[src/rtl/ide_irq_pkg.sv]
package ide_irq_pkg;
  localparam int ADDR_W  = 12;
  localparam int DATA_W  = 8;
  localparam int MAX_PORTS = 3;
  localparam logic [3:0] REG_PAGE = 4'hF;

  typedef enum logic [1:0] {
    WIN_P0 = 2'd0,
    WIN_P1 = 2'd1,
    WIN_P2 = 2'd2,
    WIN_EN = 2'd3
  } win_e;
endpackage

[src/rtl/ide_irq_sync.sv]
module ide_irq_sync #(
  parameter int WIDTH  = 3,
  parameter int STAGES = 2
) (
  input  logic             clk_i,
  input  logic             rst_ni,
  input  logic [WIDTH-1:0] async_i,
  output logic [WIDTH-1:0] sync_o
);
  logic [WIDTH-1:0] stage_q [STAGES];

  always_ff @(posedge clk_i or negedge rst_ni) begin
    if (!rst_ni) stage_q[0] <= '0;
    else         stage_q[0] <= async_i;
  end

  for (genvar s = 1; s < STAGES; s++) begin : g_stage
    always_ff @(posedge clk_i or negedge rst_ni) begin
      if (!rst_ni) stage_q[s] <= '0;
      else         stage_q[s] <= stage_q[s-1];
    end
  end

  assign sync_o = stage_q[STAGES-1];
endmodule

[src/rtl/ide_irq_regs.sv]
module ide_irq_regs
  import ide_irq_pkg::*;
#(
  parameter int NUM_PORTS = 3
) (
  input  logic                 clk_i,
  input  logic                 rst_ni,
  input  logic [ADDR_W-1:0]    addr_i,
  input  logic                 rd_i,
  input  logic                 wr_i,
  input  logic [MAX_PORTS-1:0] irq_sync_i,
  output logic [DATA_W-1:0]    rdata_o,
  output logic                 en_o
);
  logic              page_hit;
  win_e              win;
  logic              lvl;
  logic [DATA_W-1:0] rd_val;
  logic [DATA_W-1:0] rdata_q;
  logic              en_q;

  assign page_hit = (addr_i[ADDR_W-1:8] == REG_PAGE);
  assign win      = win_e'(addr_i[7:6]);

  // low six address bits ignored: each register mirrors across its window
  always_comb begin
    unique case (win)
      WIN_P0:  lvl = irq_sync_i[0];
      WIN_P1:  lvl = irq_sync_i[1];
      WIN_P2:  lvl = irq_sync_i[2];
      default: lvl = 1'b0;
    endcase
    rd_val = {lvl, {(DATA_W-1){1'b0}}};
  end

  always_ff @(posedge clk_i or negedge rst_ni) begin
    if (!rst_ni) rdata_q <= '0;
    else         rdata_q <= (rd_i && page_hit) ? rd_val : '0;
  end

  // sticky: set by any write in the enable window, cleared by reset only
  always_ff @(posedge clk_i or negedge rst_ni) begin
    if (!rst_ni)                              en_q <= 1'b0;
    else if (wr_i && page_hit && win == WIN_EN) en_q <= 1'b1;
  end

  assign rdata_o = rdata_q;
  assign en_o    = en_q;


  en_sticky_chk: assert property (@(posedge clk_i) disable iff (!rst_ni)
    en_q |=> en_q);

  en_set_chk: assert property (@(posedge clk_i) disable iff (!rst_ni)
    (wr_i && addr_i >= 12'hFC0) |=> en_q);

  en_unreadable_chk: assert property (@(posedge clk_i) disable iff (!rst_ni)
    (rd_i && addr_i >= 12'hFC0) |=> (rdata_o == '0));

  low_bits_zero_chk: assert property (@(posedge clk_i) disable iff (!rst_ni)
    rdata_o[DATA_W-2:0] == '0);

  p2_absent_chk: assert property (@(posedge clk_i) disable iff (!rst_ni)
    (NUM_PORTS < 3 && rd_i && addr_i[11:6] == 6'b1111_10) |=> (rdata_o == '0));

  idle_zero_chk: assert property (@(posedge clk_i) disable iff (!rst_ni)
    !rd_i |=> (rdata_o == '0));
endmodule

[src/rtl/ide_irq_gate.sv]
module ide_irq_gate
  import ide_irq_pkg::*;
#(
  parameter int NUM_PORTS   = 3,
  parameter int SYNC_STAGES = 2
) (
  input  logic                 clk_i,
  input  logic                 rst_ni,
  input  logic [ADDR_W-1:0]    addr_i,
  input  logic                 rd_i,
  input  logic                 wr_i,
  input  logic [MAX_PORTS-1:0] irq_i,
  output logic [DATA_W-1:0]    rdata_o,
  output logic                 host_irq_o
);
  logic [MAX_PORTS-1:0] irq_sync;
  logic [MAX_PORTS-1:0] irq_live;
  logic                 en;
  logic                 host_q;

  ide_irq_sync #(.WIDTH(MAX_PORTS), .STAGES(SYNC_STAGES)) u_sync (
    .clk_i   (clk_i),
    .rst_ni  (rst_ni),
    .async_i (irq_i),
    .sync_o  (irq_sync)
  );

  // absent ports read as idle and never raise the host line
  for (genvar p = 0; p < MAX_PORTS; p++) begin : g_port
    if (p < NUM_PORTS) begin : g_on
      assign irq_live[p] = irq_sync[p];
    end else begin : g_off
      assign irq_live[p] = 1'b0;
    end
  end

  ide_irq_regs #(.NUM_PORTS(NUM_PORTS)) u_regs (
    .clk_i      (clk_i),
    .rst_ni     (rst_ni),
    .addr_i     (addr_i),
    .rd_i       (rd_i),
    .wr_i       (wr_i),
    .irq_sync_i (irq_live),
    .rdata_o    (rdata_o),
    .en_o       (en)
  );

  always_ff @(posedge clk_i or negedge rst_ni) begin
    if (!rst_ni) host_q <= 1'b0;
    else         host_q <= en & (|irq_live);
  end

  assign host_irq_o = host_q;


  gate_closed_chk: assert property (@(posedge clk_i) disable iff (!rst_ni)
    !en |=> !host_irq_o);

  gate_open_chk: assert property (@(posedge clk_i) disable iff (!rst_ni)
    (en && (|irq_sync[NUM_PORTS-1:0])) |=> host_irq_o);

  p2_mask_chk: assert property (@(posedge clk_i) disable iff (!rst_ni)
    (NUM_PORTS < 3 && irq_sync[1:0] == 2'b00) |=> !host_irq_o);
endmodule

[config.mk]
export PLATFORM = sky130hd
export DESIGN_NAME = ide_irq_gate
export DESIGN_NICKNAME = d
export VERILOG_FILES = /design/src/rtl/ide_irq_pkg.sv /design/src/rtl/ide_irq_sync.sv /design/src/rtl/ide_irq_regs.sv /design/src/rtl/ide_irq_gate.sv
export SDC_FILE = /design/constraint.sdc
export NUM_CORES = 1
export LEC_CHECK = 0
export ABC_CLOCK_PERIOD_IN_PS = 2200
export BUFFER_PORTS_ARGS = -buffer_cell sky130_fd_sc_hd__buf_2
export CAP_MARGIN = 20
export CORE_AREA = 2 2 39 41
export CTS_CLUSTER_SIZE = 28
export DETAILED_ROUTE_END_ITERATION = 10
export DIE_AREA = 0 0 41 43
export HOLD_SLACK_MARGIN = 0.06
export SETUP_SLACK_MARGIN = 0.1
export SLEW_MARGIN = 20
export SYNTH_ARGS = -nofsm -noshare
export SYNTH_HDL_FRONTEND = slang
export SYNTH_HIERARCHICAL = 1
export SYNTH_SLANG_ARGS = --single-unit
[constraint.sdc]
create_clock -name clk_i -period 2.2 [get_ports clk_i]
set_clock_uncertainty 0.1 [all_clocks]
set_input_delay 0.44 -clock clk_i [delete_from_list [all_inputs] [get_ports clk_i]]
set_output_delay 0.44 -clock clk_i [all_outputs]
set_load 0.02 [all_outputs]
==> summary.txt <==
Power
  – Tot Pwr: 347.2 uW
  – Register share of total power: 0.526
  – PwrDens: 792.9 mW/mm^2
  – Cell Int Power: between 200 and 300 uW
  – Sw Ratio: 0.2347
  – Max VDD drop: between 200 and 300 uV
  – Switching power of the nets: 81.49 uW
  – Combinational share of power: 0.127
  – Clock network power share: 0.347
  – Lkg Pwr: ~0.23 nW

Global route
  – Maximum number of pins on one net before global-route repair: 10
  – GR Util All Layers: 0.06244
  – First-pass GRT wire length: between 600 and 700 um
  – Initial antenna violation count: 0
  – GR peak layer: met2
  – Met2 Use GR: 0.08438
  – Met1 Track Usage GR: 0.06507
  – Total grt overflow: 0
  – Vias in the first global route: between 150 and 200
  – Met3 Usage GRT: 0.01571

Logic synthesis
  – Area leader, netlist: dfrtp_1
  – Async S/R FF share, synth: 1.000
  – Synth top area cells: dfrtp_1, buf_4, a41o_2
  – Yosys warnings: 6
  – Cells after Synth: 27
  – Synth Register Bits: 9
  – Avg Cell Area, Syn: between 10 and 15 sq um
  – Area share of the largest cell type after synthesis: 0.6186
  – Most common cell in the synthesized netlist: buf_4
  – Post-synth top flop: dfrtp_1
  – Post-synth EDFFs: 0
  – Mapped Area: ~360 sq um
  – Sequential area share after synthesis: 0.6186
  – Post-synth cell types: 10
  – Leading cell types by count after synthesis: buf_4, dfrtp_1

STA
  – Tmin final: approximately 1.3 ns
  – RSZ-0062 raised after global routing: false
  – Final slew viol count: 0
  – Final Hold Violating Endpoints: 0
  – FMAX: 770.7 MHz
  – Period utilisation layout: 0.5898
  – Final setup TNS: 0 ns
  – Final setup fails: 0

Routing
  – Avg WL per Cell: 8.655 um
  – Drt drc: 0
  – Total Wirelength: around 500 um
  – Vias per cell: between 3 and 4
  – Routed via count: approximately 220
  – Pre-antenna DRT Iters: 3
  – First DRT Iteration DRCs: 1
  – Final ANT Viol Nets: 0

Worst hold path
  – WHS Path Cells: 1
  – Worst hold path type: in -> reg
  – Hold path start: irq_i[1]

Floorplanning
  – Die area: ~0.0018 sq mm
  – Die height: between 40 and 50 um
  – Num rows: 14
  – Initial core utilization: 0.2631
  – Core area: around 0.0014 sq mm
  – Top-Level Pins: 28
  – Die width: slightly above 40 um

Finish
  – Nets: 62
  – Share of cells above drive strength 1: 0.4286
  – # diodes: 0
  – Area Growth Syn to Fin: 20.27%

Clock tree
  – Root Driver: clkbuf_4
  – Clk buf depth: 2
  – Clock Latency Late Sink: 0.25 ns
  – H-tree depth: 1
  – TritonCTS sink count: 9
  – Setup bufs post-CTS: 0
  – Worst-path clk slew: around 0.060 ns
  – Clock buffer count from CTS: 3
  – CTS tree: done

Critical path
  – Reg2reg setup slack: ~1.1 ns
  – CP Class: reg -> out
  – CP top delay family: flip-flops
  – Critical Path, Cell by Cell: buf_2
  – R2R depth: 2
  – Worst Path Required: 1.66 ns
  – Critical path origin: u_regs/rdata_o[7]
  – CP bufs+invs: 1
  – Largest stage delay, worst path: between 0.3 and 0.4 ns
  – Crit end category: primary output
  – Crit-path slowest cell: dfrtp_1
  – Critical Path Stages: 1
  – Critical Path Fanout Max: 1
  – Worst EP arrival: 0.76 ns
  – Reg-to-reg startpoint: u_sync/sync_o[2]
  – Startpoint types: flip-flop

Placed design
  – GPL Wtd Cong: approximately 0.62
  – IO Port Bufs: 14

Status
  – Status: finished clean

Job
  – Max-cap violations: 0
sequential cells by signal, indices dropped and copies added, names as in the netlist:
signal,cells
host_irq_o,1
u_regs/en_o,1
u_regs/rdata_o,1
u_sync/stage_q,3
u_sync/sync_o,3
worst paths after layout:
kind,endpoint
worst max-delay path,rdata_o[7]
worst min-delay path,u_sync/stage_q[4]
worst max register to register,u_regs/rdata_o[7]
worst min register to register,u_sync/sync_o[1]
max in group asynchronous,u_sync/stage_q[4]
min in group asynchronous,u_regs/en_o
power groups by stage:
stage / logic [mW] / clock network (mW) / registers [mW]
floorplan: 0.0334 / 0 / 0.189
global placement: 0.0429 / 0 / 0.185
detailed placement: 0.0434 / 0 / 0.186
CTS: 0.0448 / 0.128 / 0.183
global route: 0.0478 / 0.134 / 0.184
finish: 0.0440 / 0.121 / 0.183
area by class of cell:
| class | instances | area, sq um |
|---|---|---|
| timing repair buffer | 15 | 80.08 |
| sequential | 9 | 225.2 |
| tap | 16 | 20.02 |
| clock buffer | 4 | 26.28 |
| fill | 145 | 945.9 |
| multi-input combinational | 14 | 86.33 |
timing repair:
item                                   in CTS  in global routing
gates resized for setup                     0                  0
setup endpoints to repair                   0                  0
hold buffers                                1                  0
endpoints found under the hold margin       9                  0
metrics by stage:
step / hold slack (ns) / instances / utilization / setup WS, ns / area, sq um
after global placement: 0.1920 / 53 / 0.2902 / 0.9652 / 401.6
after global routing: 0.1757 / 58 / 0.3165 / 0.8721 / 437.9
after CTS: 0.1811 / 58 / 0.3165 / 0.8888 / 437.9
after detailed placement: 0.1992 / 53 / 0.2902 / 0.9569 / 401.6
after floorplan: 0.04441 / 33 / - / 1.083 / 386.6
final: 0.1928 / 58 / 0.3165 / 0.9025 / 437.9
layout by cell type (no fill, tap or decap):
cell	instances
a22o_1	1
a41o_2	1
and4_1	1
buf_2	14
clkbuf_1	1
clkbuf_4	3
conb_1	7
dfrtp_1	9
dlygate4sd3_1	1
nand2_1	1
nor3b_1	1
o2111a_1	1
o31a_1	1
layer usage:
layer	share of wire	vias up
met5	0	-
met4	0	0
met3	0.10	0
met2	0.46	15
met1	0.43	97
li1	-	106
logic make-up (layout without fill, tap and decap cells):
logic type | after synthesis | in the layout | synth area share
AND/OR/NAND/NOR | 3 | 3 | 0.05499
AO/OA/AOI/OAI | 4 | 4 | 0.1100
flip-flops | 9 | 9 | 0.6186
other | 1 | 7 | 0.01030
buffers and inverters | 10 | 19 | 0.2062
(Power assumes the default switching activity.)
